### src/rtl/flash_ci_pkg.sv
package flash_ci_pkg;
  typedef enum logic [1:0] {RM_ARRAY, RM_STATUS, RM_IDENT, RM_QUERY} rmode_e;
  typedef enum logic [2:0] {ST_IDLE, ST_ERASE_SU, ST_PROG_SU, ST_LOCK_SU,
                            ST_BUSY, ST_RECOVER} fstate_e;
  typedef enum logic [1:0] {OP_PROG, OP_ERASE, OP_LOCK_SET, OP_LOCK_CLR} op_e;

  localparam logic [7:0] CMD_READ_ARRAY = 8'hFF;
  localparam logic [7:0] CMD_READ_STAT  = 8'h70;
  localparam logic [7:0] CMD_CLR_STAT   = 8'h50;
  localparam logic [7:0] CMD_READ_ID    = 8'h90;
  localparam logic [7:0] CMD_READ_QRY   = 8'h98;
  localparam logic [7:0] CMD_ERASE_SU   = 8'h20;
  localparam logic [7:0] CMD_PROG_SU    = 8'h40;
  localparam logic [7:0] CMD_LOCK_SU    = 8'h60;
  localparam logic [7:0] CMD_CONFIRM    = 8'hD0;
  localparam logic [7:0] CMD_LOCK_SET   = 8'h01;

  localparam logic [7:0] SR_READY   = 8'h80;
  localparam logic [7:0] SR_ERS_ERR = 8'h20;
  localparam logic [7:0] SR_PRG_ERR = 8'h10;
  localparam logic [7:0] SR_LOCKED  = 8'h02;
endpackage

### src/rtl/fci_bus_capture.sv
module fci_bus_capture #(
  parameter int ADDR_W = 6,
  parameter int DATA_W = 16
) (
  input  logic              clk,
  input  logic              rst_n,
  input  logic              ce_n,
  input  logic              we_n,
  input  logic [ADDR_W-1:0] addr,
  input  logic [DATA_W-1:0] din,
  output logic              cmd_stb,
  output logic [ADDR_W-1:0] cmd_addr,
  output logic [DATA_W-1:0] cmd_data
);
  logic wr_act;
  logic wr_q;

  always_comb wr_act = !ce_n && !we_n;

  always_ff @(posedge clk or negedge rst_n) begin
    if (!rst_n) wr_q <= 1'b0;
    else        wr_q <= wr_act;
  end

  // capture register tracks the bus only while the strobe is active
  always_ff @(posedge clk) begin
    if (wr_act) begin
      cmd_addr <= addr;
      cmd_data <= din;
    end
  end

  // strobe ends on whichever enable rises first
  assign cmd_stb = wr_q && !wr_act;

  AST_ONE_CMD_PER_STROBE: assert property (@(posedge clk) disable iff (!rst_n)
    cmd_stb |=> !cmd_stb);
  AST_DESELECT_NO_CMD: assert property (@(posedge clk) disable iff (!rst_n)
    ce_n |=> !cmd_stb);
endmodule

### src/rtl/fci_op_timer.sv
module fci_op_timer #(
  parameter int CNT_W = 5
) (
  input  logic             clk,
  input  logic             rst_n,
  input  logic             start,
  input  logic [CNT_W-1:0] load,
  input  logic             abort,
  output logic             busy,
  output logic             done
);
  logic [CNT_W-1:0] cnt_q, cnt_d;
  logic             busy_d;

  always_comb begin
    cnt_d  = cnt_q;
    busy_d = busy;
    done   = busy && (cnt_q == CNT_W'(1)) && !abort;
    if (abort) begin
      busy_d = 1'b0;
    end else if (start) begin
      busy_d = 1'b1;
      cnt_d  = load;
    end else if (busy) begin
      if (done) busy_d = 1'b0;
      else      cnt_d  = cnt_q - CNT_W'(1);
    end
  end

  always_ff @(posedge clk or negedge rst_n) begin
    if (!rst_n) begin
      busy  <= 1'b0;
      cnt_q <= '0;
    end else begin
      busy  <= busy_d;
      cnt_q <= cnt_d;
    end
  end

  AST_TIMER_STARTS: assert property (@(posedge clk) disable iff (!rst_n)
    (start && !abort) |=> busy);
  AST_ABORT_STOPS: assert property (@(posedge clk) disable iff (!rst_n)
    abort |=> !busy);
endmodule

### src/rtl/fci_array.sv
module fci_array #(
  parameter int ADDR_W  = 6,
  parameter int BLOCK_W = 2
) (
  input  logic               clk,
  input  logic               prog_en,
  input  logic               erase_en,
  input  logic [ADDR_W-1:0]  waddr,
  input  logic [15:0]        wdata,
  input  logic [BLOCK_W-1:0] eblk,
  input  logic [ADDR_W-1:0]  raddr,
  output logic [15:0]        rdata
);
  localparam int DEPTH = 1 << ADDR_W;
  localparam int WPB   = DEPTH >> BLOCK_W;

  logic [15:0] mem [DEPTH];

  always_ff @(posedge clk) begin
    for (int i = 0; i < DEPTH; i++) begin
      if (erase_en && ((i / WPB) == int'(eblk)))
        mem[i] <= 16'hFFFF;
      else if (prog_en && (int'(waddr) == i))
        mem[i] <= mem[i] & wdata;
    end
  end

  assign rdata = mem[raddr];
endmodule

### src/rtl/flash_cmd_if.sv
module flash_cmd_if
  import flash_ci_pkg::*;
#(
  parameter int         ADDR_W    = 6,
  parameter int         BLOCK_W   = 2,
  parameter int         PROG_CYC  = 8,
  parameter int         ERASE_CYC = 20,
  parameter int         LOCK_CYC  = 6,
  parameter int         REC_CYC   = 5,
  parameter logic [7:0] MFR_CODE  = 8'hA7,
  parameter logic [7:0] DEV_CODE  = 8'h16
) (
  input  logic              clk,
  input  logic              rst_n,
  input  logic              rp_n,
  input  logic              ce_n,
  input  logic              we_n,
  input  logic              oe_n,
  input  logic [ADDR_W-1:0] addr,
  input  logic [15:0]       din,
  output logic [15:0]       dout,
  output logic              sts,
  output logic              suspect
);
  localparam int NBLK  = 1 << BLOCK_W;
  localparam int MAX_A = (PROG_CYC > LOCK_CYC) ? PROG_CYC : LOCK_CYC;
  localparam int MAX_C = (ERASE_CYC > MAX_A) ? ERASE_CYC : MAX_A;
  localparam int CNT_W = $clog2(MAX_C + 1);
  localparam int REC_W = $clog2(REC_CYC + 1);

  fstate_e            state_q, state_d;
  rmode_e             mode_q, mode_d;
  op_e                op_q, op_d;
  logic [7:0]         status_q, status_d;
  logic [NBLK-1:0]    lock_q, lock_d;
  logic               suspect_d;
  logic [REC_W-1:0]   rec_q, rec_d;
  logic [ADDR_W-1:0]  op_addr_q, op_addr_d;
  logic [15:0]        op_data_q, op_data_d;

  logic               cmd_stb;
  logic [ADDR_W-1:0]  cmd_addr;
  logic [15:0]        cmd_data;
  logic [7:0]         cmd;
  logic [BLOCK_W-1:0] cmd_blk, op_blk, rd_blk;
  logic               tmr_start, tmr_busy, tmr_done;
  logic [CNT_W-1:0]   tmr_load;
  logic               arr_prog, arr_erase;
  logic [15:0]        arr_rdata;

  fci_bus_capture #(.ADDR_W(ADDR_W), .DATA_W(16)) u_cap (
    .clk(clk), .rst_n(rst_n), .ce_n(ce_n), .we_n(we_n), .addr(addr), .din(din),
    .cmd_stb(cmd_stb), .cmd_addr(cmd_addr), .cmd_data(cmd_data));

  fci_op_timer #(.CNT_W(CNT_W)) u_tmr (
    .clk(clk), .rst_n(rst_n), .start(tmr_start), .load(tmr_load), .abort(!rp_n),
    .busy(tmr_busy), .done(tmr_done));

  fci_array #(.ADDR_W(ADDR_W), .BLOCK_W(BLOCK_W)) u_arr (
    .clk(clk), .prog_en(arr_prog), .erase_en(arr_erase), .waddr(op_addr_q),
    .wdata(op_data_q), .eblk(op_blk), .raddr(addr), .rdata(arr_rdata));

  assign cmd     = cmd_data[7:0];
  assign cmd_blk = cmd_addr[ADDR_W-1 -: BLOCK_W];
  assign op_blk  = op_addr_q[ADDR_W-1 -: BLOCK_W];
  assign rd_blk  = addr[ADDR_W-1 -: BLOCK_W];

  assign arr_prog  = tmr_done && (op_q == OP_PROG);
  assign arr_erase = tmr_done && (op_q == OP_ERASE);

  // next-state logic
  always_comb begin
    state_d   = state_q;
    mode_d    = mode_q;
    op_d      = op_q;
    status_d  = status_q;
    lock_d    = lock_q;
    suspect_d = suspect;
    rec_d     = rec_q;
    op_addr_d = op_addr_q;
    op_data_d = op_data_q;
    tmr_start = 1'b0;
    tmr_load  = '0;
    if (!rp_n) begin
      if (state_q == ST_BUSY) suspect_d = 1'b1;
      state_d = ST_RECOVER;
      mode_d  = RM_STATUS;
      rec_d   = REC_W'(REC_CYC);
    end else begin
      unique case (state_q)
        ST_RECOVER: begin
          if (rec_q == '0) begin
            state_d  = ST_IDLE;
            mode_d   = RM_ARRAY;
            status_d = SR_READY;
          end else begin
            rec_d = rec_q - REC_W'(1);
          end
        end
        ST_IDLE: if (cmd_stb) begin
          unique case (cmd)
            CMD_READ_ARRAY: mode_d = RM_ARRAY;
            CMD_READ_STAT:  mode_d = RM_STATUS;
            CMD_READ_ID:    mode_d = RM_IDENT;
            CMD_READ_QRY:   mode_d = RM_QUERY;
            CMD_CLR_STAT: begin
              status_d  = status_q & SR_READY;
              suspect_d = 1'b0;
            end
            CMD_ERASE_SU: begin state_d = ST_ERASE_SU; mode_d = RM_STATUS; end
            CMD_PROG_SU:  begin state_d = ST_PROG_SU;  mode_d = RM_STATUS; end
            CMD_LOCK_SU:  begin state_d = ST_LOCK_SU;  mode_d = RM_STATUS; end
            default: ;
          endcase
        end
        ST_ERASE_SU: if (cmd_stb) begin
          state_d = ST_IDLE;
          if (cmd != CMD_CONFIRM)      status_d = status_q | SR_ERS_ERR | SR_PRG_ERR;
          else if (lock_q[cmd_blk])    status_d = status_q | SR_ERS_ERR | SR_LOCKED;
          else begin
            state_d = ST_BUSY; op_d = OP_ERASE; op_addr_d = cmd_addr;
            status_d = status_q & ~SR_READY;
            tmr_start = 1'b1; tmr_load = CNT_W'(ERASE_CYC);
          end
        end
        ST_PROG_SU: if (cmd_stb) begin
          state_d = ST_IDLE;
          if (lock_q[cmd_blk]) status_d = status_q | SR_PRG_ERR | SR_LOCKED;
          else begin
            state_d = ST_BUSY; op_d = OP_PROG;
            op_addr_d = cmd_addr; op_data_d = cmd_data;
            status_d = status_q & ~SR_READY;
            tmr_start = 1'b1; tmr_load = CNT_W'(PROG_CYC);
          end
        end
        ST_LOCK_SU: if (cmd_stb) begin
          state_d = ST_IDLE;
          if (cmd == CMD_LOCK_SET || cmd == CMD_CONFIRM) begin
            state_d   = ST_BUSY;
            op_d      = (cmd == CMD_LOCK_SET) ? OP_LOCK_SET : OP_LOCK_CLR;
            op_addr_d = cmd_addr;
            status_d  = status_q & ~SR_READY;
            tmr_start = 1'b1; tmr_load = CNT_W'(LOCK_CYC);
          end else begin
            status_d = status_q | SR_ERS_ERR | SR_PRG_ERR;
          end
        end
        ST_BUSY: if (tmr_done) begin
          state_d  = ST_IDLE;
          status_d = status_q | SR_READY;
          if (op_q == OP_LOCK_SET) lock_d[op_blk] = 1'b1;
          if (op_q == OP_LOCK_CLR) lock_d = '0;
        end
        default: state_d = ST_IDLE;
      endcase
    end
  end

  // state registers
  always_ff @(posedge clk or negedge rst_n) begin
    if (!rst_n) begin
      state_q  <= ST_IDLE;
      mode_q   <= RM_ARRAY;
      op_q     <= OP_PROG;
      status_q <= SR_READY;
      lock_q   <= '0;
      suspect  <= 1'b0;
      rec_q    <= '0;
    end else begin
      state_q  <= state_d;
      mode_q   <= mode_d;
      op_q     <= op_d;
      status_q <= status_d;
      lock_q   <= lock_d;
      suspect  <= suspect_d;
      rec_q    <= rec_d;
    end
  end

  always_ff @(posedge clk) begin
    if (tmr_start) begin
      op_addr_q <= op_addr_d;
      op_data_q <= op_data_d;
    end
  end

  // read path
  always_comb begin
    dout = 16'h0000;
    if (!ce_n && !oe_n) begin
      if (state_q == ST_BUSY || mode_q == RM_STATUS) dout = {8'h00, status_q};
      else begin
        unique case (mode_q)
          RM_ARRAY: dout = arr_rdata;
          RM_IDENT: begin
            unique case (addr[2:1])
              2'd0:    dout = {8'h00, MFR_CODE};
              2'd1:    dout = {8'h00, DEV_CODE};
              2'd2:    dout = {15'h0000, lock_q[rd_blk]};
              default: dout = 16'h0000;
            endcase
          end
          RM_QUERY: begin
            unique case (addr[1:0])
              2'd0:    dout = 16'h0051;
              2'd1:    dout = 16'h0052;
              2'd2:    dout = 16'h0059;
              default: dout = 16'h0000;
            endcase
          end
          default: dout = {8'h00, status_q};
        endcase
      end
    end
  end

  assign sts = rp_n && (state_q != ST_BUSY) && (state_q != ST_RECOVER);

  AST_RP_HOLDS_STS: assert property (@(posedge clk) disable iff (!rst_n)
    !rp_n |=> !sts);
  AST_RECOVER_EXIT: assert property (@(posedge clk) disable iff (!rst_n)
    (state_q == ST_RECOVER && state_d == ST_IDLE) |=>
      (status_q == 8'h80 && mode_q == RM_ARRAY));
  AST_ABORT_FLAGS: assert property (@(posedge clk) disable iff (!rst_n)
    (state_q == ST_BUSY && !rp_n) |=> suspect);
  AST_BUSY_NOT_READY: assert property (@(posedge clk) disable iff (!rst_n)
    (state_q == ST_BUSY) |-> !status_q[7]);
  AST_LOCKED_UNTOUCHED: assert property (@(posedge clk) disable iff (!rst_n)
    (arr_prog || arr_erase) |-> !lock_q[op_blk]);
endmodule

### config.mk
export PLATFORM = sky130hd
export DESIGN_NAME = flash_cmd_if
export DESIGN_NICKNAME = d
export VERILOG_FILES = /design/src/rtl/flash_ci_pkg.sv /design/src/rtl/fci_bus_capture.sv /design/src/rtl/fci_op_timer.sv /design/src/rtl/fci_array.sv /design/src/rtl/flash_cmd_if.sv
export SDC_FILE = /design/constraint.sdc
export NUM_CORES = 2
export LEC_CHECK = 0
export BUFFER_PORTS_ARGS = -buffer_cell sky130_fd_sc_hd__clkbuf_2
export CAP_MARGIN = 20
export CORE_MARGIN = 4
export CORE_UTILIZATION = 66
export CTS_BUF_LIST = sky130_fd_sc_hd__clkbuf_2 sky130_fd_sc_hd__clkbuf_4 sky130_fd_sc_hd__clkbuf_8
export CTS_CLUSTER_DIAMETER = 40
export DETAILED_ROUTE_END_ITERATION = 8
export PLACE_DENSITY_LB_ADDON = 0.25
export SYNTH_ARGS = -nofsm -noshare
export SYNTH_HDL_FRONTEND = slang
export SYNTH_SLANG_ARGS = --single-unit
### constraint.sdc
create_clock -name clk -period 3.57 [get_ports clk]
set_input_delay 0.5355 -clock clk [delete_from_list [all_inputs] [get_ports clk]]
set_output_delay 0.5355 -clock clk [all_outputs]
set_load 0.01 [all_outputs]
* Word-level counts from Yosys, hierarchy flattened
Memory sizes are Yosys's and may differ from the RTL's. Index checks and enable logic that the tools add are counted.
Word-level totals: memories kept 1, input port bits 28, register bits after elaboration 74, memory bits (writable) 1024, logic and storage cells 947, output and inout port bits 18
Cells by class: add/subtract/negate cells 2, equality and inequality tests 126, bitwise logic cells 135, reductions and logical operators 164, magnitude comparators 4, muxes and demuxes 497
Memory list:
- u_arr.mem | words 64, bits a word 16, rd ports 65, clocked after Yosys merged registers in 0, wr ports 16, RTL line fci_array.sv:17 | logic [15:0] mem [DEPTH];
Operators by type and width (number):
- 2-to-1 mux 16 bit | 114
- bitwise AND 16 bit | 64
- OR reduction 16 bit | 48
- 2-to-1 mux 6 bit | 54
- 2-to-1 mux 1 bit | 268
- equality test 6 bit (second input constant) | 32
- equality test 6 x 5 -> 1 bit (second input constant) | 16
- logical AND 1 bit | 78
- 2-to-1 mux 8 bit | 9
- bitwise OR 1 bit | 64
- equality test 6 x 4 -> 1 bit (second input constant) | 8
- case mux 16 bit (3 select lines) | 1
- case mux 8 bit (6 select lines) | 1
- 2-to-1 mux 3 bit | 15
- AND reduction 12 bit | 3
- != test 2 bit (second input constant) | 17
- equality test 8 x 7 -> 1 bit (second input constant) | 4
- equality test 8 bit (second input constant) | 4
- 2-to-1 mux 5 bit | 6
- != test 3 bit (second input constant) | 9
- equality test 6 x 3 -> 1 bit (second input constant) | 4
- case mux 8 bit (3 select lines) | 1
- case mux 7 bit (3 select lines) | 1
- 2-to-1 mux 2 bit | 10
- 53 further kinds | 97

* Depth between registers and ports, before layout
word-level depth 13, gate-level depth with buffers 11, gate-level depth less buffers 8

* Cells and area by module
From an unflattened synthesis, not the netlist that was laid out.
Unflattened totals: cell total of the unflattened synthesis 4395, area, all modules 51831.0 um^2
By module, submodules not included:
- fci_array | seq. area each 30749.5 um^2, area an instance 48358.9 um^2, cells an instance 4091, instances 1
- flash_cmd_if | seq. area each 1137.3 um^2, area an instance 2363.5 um^2, cells an instance 237, instances 1
- fci_bus_capture | seq. area each 685.7 um^2, area an instance 696.9 um^2, cells an instance 25, instances 1
- fci_op_timer | seq. area each 150.1 um^2, area an instance 411.6 um^2, cells an instance 42, instances 1

* Worst setup path after synthesis
Ideal clock, no wire load.
path kind flip-flop to flip-flop, start point register u_tmr.cnt_q[1], end point memory u_arr.mem[34][0] (enable), library setup time 411 ps, cell stages (with the launch flop) 10, data arrival time 2854 ps, path slack 305 ps, path buffers 2, data required time 3159 ps, period minus slack after synthesis 3265 ps, cell sequence dfrtp_1 -> inv_1 -> ha_1 -> nor4b_2 -> nand3_2 -> nor3_4 -> nand2_1 -> buf_2 -> clkbuf_1 -> o21ai_0
RTL lines:
- start, declared | RTL line fci_op_timer.sv:12 | logic [CNT_W-1:0] cnt_q, cnt_d;
- start signal, assigned | RTL line fci_op_timer.sv:36 | cnt_q <= cnt_d;
- end, declared | RTL line fci_array.sv:17

* Worst setup path after layout
start point input port addr[1], end point output port dout[10]
On the way: cells in the longest elaborated chain, start to end 4
RTL lines:
- start, declared | RTL line flash_cmd_if.sv:19 | input logic [ADDR_W-1:0] addr,
- memory (64 x 16 bit)
- case mux 16 bit (3 select lines) | RTL line flash_cmd_if.sv:193 | unique case (mode_q)
- 2-to-1 mux 16 bit | RTL line flash_cmd_if.sv:191 | if (state_q == ST_BUSY || mode_q == RM_STATUS) dout = {8'h00, status_q};
- 2-to-1 mux 16 bit | RTL line flash_cmd_if.sv:190 | if (!ce_n && !oe_n) begin
- end, declared | RTL line flash_cmd_if.sv:21 | output logic [15:0] dout,
Every way passes these cells.

==> out/metrics.cfg <==
[run_status]
status = finished with violations
violations = setup timing

[synthesis]
synth-edff-count = 1068
yosys_warnings = 0
yosys.area.top_type_share = 0.613
synth_top_family_by_area = simple AND/OR/NAND/NOR gates
post-synth-top-area-cell = edfxtp_1
syn_avg_cell_area_um2 = 12.3
syn_inst = 4252
yosys.area_share.simple = 0.157
synthAdderAreaFrac = 0.000956
synth.cell_area_um2 = 52400
synthDistinctLibCells = 76
async_reset_ff_frac = 0.0238
synthXorXnorAreaFrac = 0.000836
seq_area_frac_synth = 0.625
ys_ff_latch = 1094
synthMuxAreaShare = 0.126
synth_compound_area_frac = 0.0595
syn_nets = 4284
ys_top_cells_by_area = edfxtp_1, nand2_1, mux4_2
synth-main-ff-cell = edfxtp_1

[place]
dp_cells = 5389
dpl_cell_area_um2 = 55400
dp_hpwl_um = 106000
finalWeightedCongestion = 1.06
port_buffers = 45

[setup_path]
max_stage_delay_ps = 390
slowest_stage = a211oi_4
worstPathMaxFanout = 18
cp-end-kind = output pin
worst_setup_path_start_kind = primary input
crit_arrival_ps = 3070
critPathKind = primary input to output pin
path_cells = buf_8 -> buf_12 -> buf_12 -> buf_4 -> mux2i_1 -> a22o_1 -> o32ai_1 -> buf_4 -> nor4_1 -> buf_4 -> a211oi_4 -> clkbuf_2
rrSetupSlack_ps = 340
cp_common_cell = buf_4
worst_ep_required_time_ps = 3030

[drt]
drtAntennaViolNets = 0
viasPerCell = 6.81
wl_um = 163000
post_drt_wl_per_cell_um = 28.5
num_vias = 39000
drc = 0
drt_pass1_iterations = 8
initialDrtViolationCount = 6386

[final_layout]
regArea_um2 = 32700
drive_gt1_frac = 0.226
nFillCells = 4849
utilization = 0.755
multi_input_area_um2 = 18400
instances_no_fill = 5722
nets = 4571
synthToLayoutAreaGrowth_pct = 13.5
fin_area_um2 = 59400

[global_route]
antenna_found_initial = 6
grt_start_max_net_pins = 65
overflow = 0
grt_pass1_wl_um = 241000
grt_usage = 0.392
grt_pass1_vias = 37200

[power]
power.leakage_nw = 21.0
p_switching_mw = 5.94
p_seq_frac = 0.536
vdd_drop_max_mv = 0.344
power_mw = 26.1
powerDensity_nw_per_um2 = 440
clkPwrFrac = 0.421
p_comb_frac = 0.043
p_int_mw = 20.2
swShare = 0.227

[floorplanning]
core_um2 = 78700
die_y_um = 290
core.rowCount = 103
start_util = 0.665
ioPinCount = 46
die_w_um = 290
dieArea_um2 = 83900

[clock_tree]
cts_root_buf = clkbuf_8
cts.path.max_buffers = 3
cts-htree-levels = 4
clkLatencyLatePin_ps = 840
clkTransAtPathRegs_ps = 60
cts_tree = yes
cts.sinks = 1094
numCtsBuffers = 176

[timing]
period_share = 1.01
layout_setup_ws_ps = -34.4
fin_crit_ps = 3600
relSlewSlack = 0.273
fmax_mhz = 277
worst_pin_slew_ps = 1090
skew_ps = 23.9
report.final.slew_viol_count = 0
hold_viol_final = 0
hold_slack_ps = 115
rsz0062_at_grt = yes
setup_viol = 5

[hold_path]
hold_path.class = primary input to register

[flow_run]
drv_cap = 0

[kinds of logic after synthesis]
family	Yosys count
DFF	1094
AOI/OAI and AO/OA	459
and+or+nand+nor	2035
adders and majority gates	4
xor gates and xnor gates	5
buffers and inverters	322
muxes	333
[stage by stage]
stage               setup TNS (ps)  worst slack (ps)
finish                        -128             -34.4
global route                  -410             -89.1
CTS                          -98.5             -65.4
detailed placement            -859              -270
global placement              -788              -308
floorplan                        0               305
[sequential cells by signal, summed over array words and instances, names as in the netlist, 4 cells and up]
| name | count |
|---|---|
| lock_q | 4 |
| u_cap.cmd_addr | 6 |
| status_q | 4 |
| u_tmr.cnt_q | 5 |
| u_cap.cmd_data | 16 |
| op_data_q | 16 |
| op_addr_q | 6 |
| u_arr.mem | 1024 |
[routing by layer]
metal | global-route usage | vias to the layer above | wire (um)
met5 | 0 | - | 55
met4 | 0.170 | 6 | 8230
met3 | 0.139 | 541 | 27500
met2 | 0.563 | 3579 | 70500
met1 | 0.553 | 18900 | 56500
li1 | - | 15900 | -
[power by group through the flow]
stage / combinational, mW / clock (mW) / sequential (mW)
floorplan: 0.606 / 0 / 14.2
global route: 1.16 / 11.6 / 14.0
CTS: 1.06 / 11.0 / 14.0
finish: 1.11 / 11.0 / 14.0
global placement: 1.01 / 0 / 14.3
detailed placement: 1.02 / 0 / 14.3
[Yosys cell counts (11+ instances only)]
library cell and number:
nand4_1 11, edfxtp_1 1068, o21ai_0 93, nor2b_1 17, nand2b_1 12, nand3_1 30
nor2_2 49, buf_4 33, a21o_1 193, a22oi_1 11, inv_1 15, mux4_2 260
buf_2 99, dfrtp_1 25, a2111oi_0 12, mux2_2 11, nor3_1 23, a31oi_1 11
nor4_1 12, nor2_1 52, mux2i_1 62, a21oi_1 58, a211oi_1 14, nand2_1 1779
buf_6 16, clkbuf_1 149
[path summary, 6_finish.rpt]
kind                                    startpoint                 to  cells after the start
worst min register to register  u_cap.cmd_data[12]      op_data_q[12]                      0
min in group asynchronous                    rst_n     u_tmr.cnt_q[2]                      2
worst max register to register      u_tmr.cnt_q[1]  u_arr.mem[58][12]                     10
worst min-delay path                          rp_n           rec_q[0]                      3
max in group asynchronous                    rst_n         state_q[0]                      2
worst max-delay path                       addr[1]           dout[10]                     12
[worst max-delay path: cells and delay by family]
kind | cells | cell delay (ps)
AOI/OAI and AO/OA | 3 | 940
buffers and inverters | 7 | 1380
and+or+nand+nor | 1 | 40
muxes | 1 | 120
[what timing repair did]
item                                    4_1_cts  5_1_grt
pin swaps                                     8        7
resized for setup                            43       30
buffers inserted                              6        2
hold buffers                                 17        0
endpoints found under the setup margin       12       14
endpoints found under the hold margin        41        0
[layout make-up]
cell class	count	area share
sequential	1094	0.551
multi-input combinational	2836	0.309
timing repair buffer	414	0.0581
clock buffer	238	0.0491
tap	1050	0.0221
clock inverter	71	0.0101
inverter	17	0.00107
antenna	2	0.0000842
[cell usage in the layout, fill, tap and decap left out, types with 7 or more instances in the layout]
master / n
nand2_1: 1779
edfxtp_1: 1068
buf_4: 321
mux4_2: 260
a21o_1: 193
clkbuf_8: 181
mux2i_1: 59
clkbuf_4: 57
o21ai_1: 56
a21oi_1: 54
nor2_1: 51
nor2_2: 50
clkbuf_2: 38
o21ai_0: 33
clkinv_1: 31
nand3_1: 30
buf_12: 29
dfrtp_1: 25
nor3_1: 20
clkinv_2: 18
nor2b_1: 17
dlygate4sd3_1: 17
inv_1: 14
nand2b_1: 12
nand4_1: 11
mux2_2: 11
a31oi_1: 11
a22oi_1: 11
and2_1: 8
a32oi_1: 8
a211oi_1: 8
nor4_1: 8
nand3_4: 8
clkinvlp_4: 8
o22ai_1: 7
(Power assumes the default switching activity.)
